$ cat src/rtl/wis_pkg.sv
package wis_pkg;
  localparam int CAT_W   = 3;
  localparam int NUM_CAT = 5;

  typedef enum logic [CAT_W-1:0] {
    CAT_VALU     = 3'd0,
    CAT_SALU     = 3'd1,
    CAT_SCRATCH  = 3'd2,
    CAT_VMEM     = 3'd3,
    CAT_BRANCH   = 3'd4,
    CAT_INTERNAL = 3'd5
  } cat_e;

  // Resolution order: branch, scalar, vector memory, scratchpad, vector ALU
  function automatic int resolve_order(input int k);
    case (k)
      0: return int'(CAT_BRANCH);
      1: return int'(CAT_SALU);
      2: return int'(CAT_VMEM);
      3: return int'(CAT_SCRATCH);
      default: return int'(CAT_VALU);
    endcase
  endfunction
endpackage

$ cat src/rtl/simd_rotor.sv
module simd_rotor #(
  parameter int NUM_SIMD = 4,
  localparam int SW = (NUM_SIMD > 1) ? $clog2(NUM_SIMD) : 1
) (
  input  logic          clk,
  input  logic          rst,
  output logic [SW-1:0] sel
);
  localparam logic [SW-1:0] LAST = SW'(NUM_SIMD - 1);

  always_ff @(posedge clk) begin
    if (rst)               sel <= '0;
    else if (sel == LAST)  sel <= '0;
    else                   sel <= sel + 1'b1;
  end
endmodule

$ cat src/rtl/rr_pick.sv
module rr_pick #(
  parameter int N = 8,
  localparam int PW = (N > 1) ? $clog2(N) : 1
) (
  input  logic [N-1:0]  req,
  input  logic [PW-1:0] start,
  output logic [N-1:0]  grant,
  output logic [PW-1:0] win,
  output logic          hit
);
  always_comb begin
    int idx;
    grant = '0;
    win   = '0;
    hit   = 1'b0;
    for (int i = 0; i < N; i++) begin
      idx = int'(start) + i;
      if (idx >= N) idx = idx - N;
      if (!hit && req[idx]) begin
        hit        = 1'b1;
        grant[idx] = 1'b1;
        win        = PW'(idx);
      end
    end
  end
endmodule

$ cat src/rtl/wave_issue_sched.sv
module wave_issue_sched
  import wis_pkg::*;
#(
  parameter int NUM_SIMD       = 4,
  parameter int WAVES_PER_SIMD = 8
) (
  input  logic                                clk,
  input  logic                                rst,
  input  logic [NUM_SIMD*WAVES_PER_SIMD-1:0]  slot_valid,
  input  logic [NUM_SIMD*WAVES_PER_SIMD-1:0]  slot_ready,
  input  logic [3*NUM_SIMD*WAVES_PER_SIMD-1:0] slot_cat,
  input  logic [4:0]                          cat_busy,
  output logic [NUM_SIMD*WAVES_PER_SIMD-1:0]  issue_grant,
  output logic [4:0]                          cat_issue
);
  localparam int W  = WAVES_PER_SIMD;
  localparam int NW = NUM_SIMD * W;
  localparam int SW = (NUM_SIMD > 1) ? $clog2(NUM_SIMD) : 1;
  localparam int WW = (W > 1) ? $clog2(W) : 1;

  logic [SW-1:0]   simd_sel;
  logic [W-1:0]    loc_elig;
  logic [CAT_W-1:0] loc_cat [W];
  logic [W-1:0]    int_grant;
  logic [W-1:0]    loc_grant;
  logic [NW-1:0]   next_grant;
  logic [NUM_CAT:0][W-1:0]       taken;
  logic [NUM_CAT-1:0]            hit_by_cat;
  logic [NUM_CAT-1:0][WW-1:0]    win_by_cat;
  logic [WW-1:0]   cat_ptr [NUM_SIMD][NUM_CAT];

  simd_rotor #(.NUM_SIMD(NUM_SIMD)) u_rotor (
    .clk(clk), .rst(rst), .sel(simd_sel)
  );

  // View of the focused SIMD's slots
  always_comb begin
    int base;
    base = int'(simd_sel) * W;
    for (int j = 0; j < W; j++) begin
      loc_elig[j]  = slot_valid[base + j] & slot_ready[base + j];
      loc_cat[j]   = slot_cat[(base + j)*CAT_W +: CAT_W];
      int_grant[j] = loc_elig[j] && (loc_cat[j] == CAT_INTERNAL);
    end
  end

  assign taken[0] = '0;

  generate
    for (genvar k = 0; k < NUM_CAT; k++) begin : g_cat
      localparam int C = resolve_order(k);
      logic [W-1:0]  req;
      logic [W-1:0]  gnt;
      logic [WW-1:0] win;
      logic          hit;

      always_comb begin
        for (int j = 0; j < W; j++)
          req[j] = loc_elig[j] && (loc_cat[j] == CAT_W'(C)) && !taken[k][j] && !cat_busy[C];
      end

      rr_pick #(.N(W)) u_pick (
        .req(req), .start(cat_ptr[simd_sel][C]), .grant(gnt), .win(win), .hit(hit)
      );

      assign taken[k+1]    = taken[k] | gnt;
      assign hit_by_cat[C] = hit;
      assign win_by_cat[C] = win;
    end
  endgenerate

  assign loc_grant = taken[NUM_CAT] | int_grant;

  always_comb begin
    next_grant = '0;
    next_grant[int'(simd_sel)*W +: W] = loc_grant;
  end

  always_ff @(posedge clk) begin
    if (rst) begin
      issue_grant <= '0;
      cat_issue   <= '0;
      for (int s = 0; s < NUM_SIMD; s++)
        for (int c = 0; c < NUM_CAT; c++)
          cat_ptr[s][c] <= '0;
    end else begin
      issue_grant <= next_grant;
      cat_issue   <= hit_by_cat;
      for (int c = 0; c < NUM_CAT; c++)
        if (hit_by_cat[c])
          cat_ptr[simd_sel][c] <= (win_by_cat[c] == WW'(W-1)) ? '0 : win_by_cat[c] + 1'b1;
    end
  end

  // Checks
  logic primed;
  always_ff @(posedge clk) primed <= !rst;

  function automatic logic [NW-1:0] simd_mask(input logic [SW-1:0] s);
    logic [NW-1:0] m;
    m = '0;
    m[int'(s)*W +: W] = '1;
    return m;
  endfunction

  assert_one_simd_R2: assert property (@(posedge clk) disable iff (rst || !primed)
    (issue_grant & ~simd_mask($past(simd_sel))) == '0);

  assert_rotate_R2: assert property (@(posedge clk) disable iff (rst || !primed)
    simd_sel == (($past(simd_sel) == SW'(NUM_SIMD-1)) ? '0 : $past(simd_sel) + 1'b1));

  assert_eligible_R3: assert property (@(posedge clk) disable iff (rst || !primed)
    (issue_grant & ~$past(slot_valid & slot_ready)) == '0);

  assert_busy_R6: assert property (@(posedge clk) disable iff (rst || !primed)
    (cat_issue & $past(cat_busy)) == '0);

  assert_count_R4: assert property (@(posedge clk) disable iff (rst || !primed)
    $countones(issue_grant) >= $countones(cat_issue));
endmodule

$ cat config.mk
export PLATFORM = sky130hd
export DESIGN_NAME = wave_issue_sched
export DESIGN_NICKNAME = d
export VERILOG_FILES = /design/src/rtl/wis_pkg.sv /design/src/rtl/simd_rotor.sv /design/src/rtl/rr_pick.sv /design/src/rtl/wave_issue_sched.sv
export SDC_FILE = /design/constraint.sdc
export NUM_CORES = 1
export LEC_CHECK = 0
export BUFFER_PORTS_ARGS = -buffer_cell sky130_fd_sc_hd__clkbuf_2
export CORE_UTILIZATION = 55
export DETAILED_ROUTE_END_ITERATION = 10
export PLACE_DENSITY = 0.9
export SYNTH_ARGS = -nofsm -noshare
export SYNTH_HDL_FRONTEND = slang
export SYNTH_SLANG_ARGS = --single-unit
export TNS_END_PERCENT = 10
$ cat constraint.sdc
create_clock -name clk -period 12.2 [get_ports clk]
set_clock_uncertainty 0.2 [all_clocks]
set_input_delay 1.83 -clock clk [delete_from_list [all_inputs] [get_ports clk]]
set_output_delay 1.83 -clock clk [all_outputs]
set_load 0.02 [all_outputs]
==> impl_metrics.csv, run 1 <==
group,metric,value,unit
synthesis,async_flop_share,0,%
clock_tree,numCtsBuffers,9,
floorplan,dieWidth,166,um
synthesis,synthFlopType,"edfxtp_1",
global_route,overflow,440,
status,lastStage,"5_1_grt",
status,firstError,"[ERROR GRT-0232] Routing congestion too high. Check the congestion heatmap in the GUI.",
clock_tree,ctsLongestPathBuffers,2,
synthesis,avgSynthCellArea,7.65,sq um
synthesis,ys_warn_count,0,
floorplan,die_h,166,um
synthesis,synth_top_cell_area_share,12.2,%
clock_tree,cts-root-buf,"clkbuf_16",
synthesis,yosysSeqAreaShare,17.5,%
synthesis,syn-instance-count,1932,
place,io_buffer_count,203,
synthesis,synth_edf_count,60,
global_route,grt_usage,88.4,%
synthesis,syn_area,14800,sq um
floorplan,initial_core_util,56.4,%
synthesis,synth.top_cells.by_area,"edfxtp_1 12%, nand2_1 7.1%, mux4_2 5.8%",
floorplan,ios,204,
synthesis,synth_area_leader_cell,"edfxtp_1",
global_route,grt_max_degree,59,
clock_tree,cts_hold_buf,0,
synthesis,synth_cell_types,133,
place,gp_congestion,1.28,
clock_tree,htree_levels,3,
synthesis,ys_ff_latch,99,
status,outcome,"did not finish",
floorplan,row_count,59,
synthesis,syn_nets,2152,
place,hpwl,54000,um
clock_tree,cts.sinks,99,
kinds of logic after synthesis:
family	Yosys count	synth area share [%]
and+or+nand+nor	943	31.9
AOI/OAI and AO/OA	571	30.0
buffers and inverters	141	4.38
muxes	101	10.4
DFF	99	17.5
adders and majority gates	53	4.49
xor gates and xnor gates	24	1.42
layer usage:
layer	GRT overflow	track usage, %
met4	125	88.6
met3	44	82.2
met5	4	61.9
met1	32	86.7
met2	235	97.9
per-stage QoR:
step           utilization, %  std cells  instance area, sq um  worst slack [ns]
2_1_floorplan               -       1932                 14800             0.183
3_3_place_gp             71.6       2770                 18800            -0.438
3_5_place_dp             71.6       2770                 18800             -1.24
4_1_cts                  76.2       2821                 20000            0.0174
Yosys cell counts (18+ instances only):
cell type	count
a211oi_1	24
a21o_1	19
a21oi_1	96
a22oi_1	18
a31oi_1	29
and2_1	38
and3_1	50
buf_2	20
clkbuf_1	60
dfxtp_1	39
edfxtp_1	60
ha_1	53
inv_1	33
mux2_2	22
mux2i_1	37
mux4_2	38
nand2_1	278
nand2b_1	33
nand3_1	80
nand4_1	35
nor2_1	227
nor2b_1	20
nor3_1	59
nor4_1	24
o211ai_1	26
o21ai_0	62
o21ai_1	20
o221ai_1	18
o22ai_1	23
o31ai_1	20
repair_timing:
| item | in CTS |
|---|---|
| pin swaps | 55 |
| resized for setup | 126 |
| gates cloned | 1 |
| setup buffers | 34 |
| setup endpoints to repair | 56 |
==> inputs of run 2 (changes only) <==
Settings changed: CORE_UTILIZATION 55 to 40, PLACE_DENSITY 0.9 to default, PLACE_DENSITY_LB_ADDON from default to 0.15.
Clock period 12.2 ns to 15.86 ns, I/O delays scaled along.
==> run 2 against run 1 <==
  * The flow now finishes without violations
  * Synthesized area stayed put
  * Synthesized cell count stayed put
==> impl_metrics.csv, run 2 <==
group,metric,value,unit
status,outcome,"complete, no violations",
finish,largest_reg_flops,60,
global_route,overflow,0,
place,hpwl,55200,um
finish,final_common_cell,"nand2_1",
floorplan,dieArea,37700,sq um
finish,final_area,16700,sq um
timing,min_period,15.21,ns
timing,final.setup.worst_slack,0.654,ns
critical_path,critPathMaxStageDelay,0.71,ns
timing,finalCritPeriodShare,95.9,%
floorplan,dieWidth,194,um
timing,setup_tns,0,ns
routing,dr.first_iter.drc_count,1930,
routing,ant_nets,0,
critical_path,worst_path_max_delay_cell,"mux4_2",
routing,viasPerCell,6.83,
timing,rsz0062_at_grt,"false",
clock_tree,ctsLongestPathBuffers,2,
place,io_buffer_count,203,
timing,finalHoldViolCount,0,
timing,tightest_slew,1.17,ns
routing,vias,17600,
floorplan,ios,204,
global_route,grt_pass1_vias,16500,
power,ir_worst_vdd,0.113,mV
critical_path,cp_num_buf_inv,4,
critical_path,start_kind,"input port",
timing,relSlewSlack,21.3,%
critical_path,worst_path_dominant_cell_family,"compound AO/OA/AOI/OAI gates",
finish,layout-drive-gt1-share,20.4,%
critical_path,path_class,"input port to flop",
synthesis,synth_top_cells_by_count,"278 x nand2_1, 227 x nor2_1, 96 x a21oi_1",
synthesis,synth_area_leader_cell,"edfxtp_1",
clock_tree,cts-root-buf,"clkbuf_16",
synthesis,synth.top_cells.by_area,"edfxtp_1 12%, nand2_1 7.1%, mux4_2 5.8%",
finish,largest_registers,"cat_ptr (60), issue_grant (32), cat_issue (5)",
timing,hold_ws,0.545,ns
routing,wire_per_inst,26.9,um
clock_tree,cts_hold_buf,0,
synthesis,async_flop_share,0,%
synthesis,synth_edf_count,60,
synthesis,avgSynthCellArea,7.65,sq um
critical_path,required,15.82,ns
clock_tree,htree_levels,3,
clock_tree,cts_tree,"done",
synthesis,synth_cell_types,133,
routing,wirelength,69300,um
synthesis,syn_nets,2152,
critical_path,cp_max_fo,16,
synthesis,yosysMostFrequentCell,"nand2_1",
min_path,hold_class,"flop to flop",
timing,slew_viol_final,0,
synthesis,ys_ff_latch,99,
synthesis,synthFlopType,"edfxtp_1",
flow_run,maxCapViolCount,0,
critical_path,r2r_cells,40,
clock_tree,numCtsBuffers,9,
timing,setup_violations,0,
synthesis,ys_warn_count,0,
finish,area.growth.synth_to_final,12.7,%
floorplan,design.core.area,36500,sq um
synthesis,syn_area,14800,sq um
finish,nets,2322,
finish,stdcell_count,2575,
power,p_leak,6.55,nW
place,preCtsSetupSlack,0.672,ns
min_path,hold_path_depth,1,
global_route,grt_max_degree,40,
finish,top_register,"cat_ptr",
floorplan,initial_core_util,40.5,%
global_route,grt_usage,35.9,%
timing,timing.fmax,65.8,MHz
floorplan,die_h,194,um
synthesis,syn-instance-count,1932,
place,gp_congestion,1.03,
synthesis,yosysSeqAreaShare,17.5,%
power,powerDensity,173,nW/um^2
finish,layout_common_cells,"278 x nand2_1, 227 x nor2_1, 203 x clkbuf_2",
clock_tree,cts.sinks,99,
floorplan,row_count,70,
global_route,grt_first_pass_wirelength,104000,um
synthesis,synth_top_cell_area_share,12.2,%
place,placedCellCount,2559,
place,dpl_cell_area,16300,sq um
critical_path,cp.arrival,15.16,ns
clock_tree,clk_latency,0.35,ns
critical_path,endpoint_kind,"flop",
global_route,antenna_found_initial,1,
critical_path,critical_path_depth,40,
clock_tree,cts.clk_slew.worst_paths,0.08,ns
routing,drc,0,
routing,first_pass_iters,6,
finish,antennaDiodeCount,0,
run 2: cell counts after synthesis:
Identical to the previous run, type by type.
run 2: report_power, final:
part           switching (mW)  internal [mW]  total, mW
registers              0.0191          0.326      0.346
logic                    1.62          0.688       2.31
clock network           0.109          0.127      0.236
run 2: stage by stage:
step,power (mW),utilization [%]
after global routing,3.04,45.6
after detailed placement,2.57,44.7
after CTS,2.81,45.6
after global placement,2.60,44.7
final,2.89,45.6
after floorplan,1.79,-
run 2: path summary, 6_finish.rpt:
| check | slack [ns] | end | startpoint |
|---|---|---|---|
| worst max-delay path | 0.65 | cat_ptr[3][14]$_SDFFCE_PN0P_ | cat_busy[4] |
| worst min-delay path | 0.54 | u_rotor.sel[0]$_SDFF_PP0_ | u_rotor.sel[0]$_SDFF_PP0_ |
| worst max register to register | 1.27 | cat_ptr[3][14]$_SDFFCE_PN0P_ | u_rotor.sel[0]$_SDFF_PP0_ |
| worst min register to register | 0.54 | u_rotor.sel[0]$_SDFF_PP0_ | u_rotor.sel[0]$_SDFF_PP0_ |
run 2: cell type report:
cell class,instances,area (sq um)
clock buffer,9,225
clock inverter,7,95.1
fill,3746,19900
inverter,40,153
multi-input combinational,1692,11600
sequential,99,2590
tap,468,586
timing repair buffer,260,1440
run 2: kinds of logic after synthesis:
| logic type | count (synthesis) | share of synthesized area (%) |
|---|---|---|
| and+or+nand+nor | 943 | 31.9 |
| xor gates and xnor gates | 24 | 1.42 |
| DFF | 99 | 17.5 |
| AOI/OAI and AO/OA | 571 | 30.0 |
| buffers and inverters | 141 | 4.38 |
| muxes | 101 | 10.4 |
| adders and majority gates | 53 | 4.49 |
run 2: worst reg2reg max path: cells and delay by family (launching register included):
| family | cells | cell delay (ns) |
|---|---|---|
| buffers and inverters | 4 | 0.82 |
| adders and majority gates | 2 | 0.63 |
| AOI/OAI and AO/OA | 13 | 4.40 |
| DFF | 1 | 0.63 |
| muxes | 4 | 2.13 |
| and+or+nand+nor | 17 | 5.58 |
run 2: repair_timing:
action	4_1_cts	5_1_grt
setup buffers	0	0
resized for setup	0	1
endpoints found under the setup margin	0	4
run 2: routing by layer:
metal | up-vias | GRT usage [%] | wire length [um]
met5 | - | 0 | 0
met4 | 0 | 19.9 | 4210
met3 | 212 | 4.78 | 6370
met2 | 1103 | 56.6 | 30700
met1 | 8424 | 47.2 | 28100
li1 | 7849 | - | -
Power figures use the tool's default switching activity.
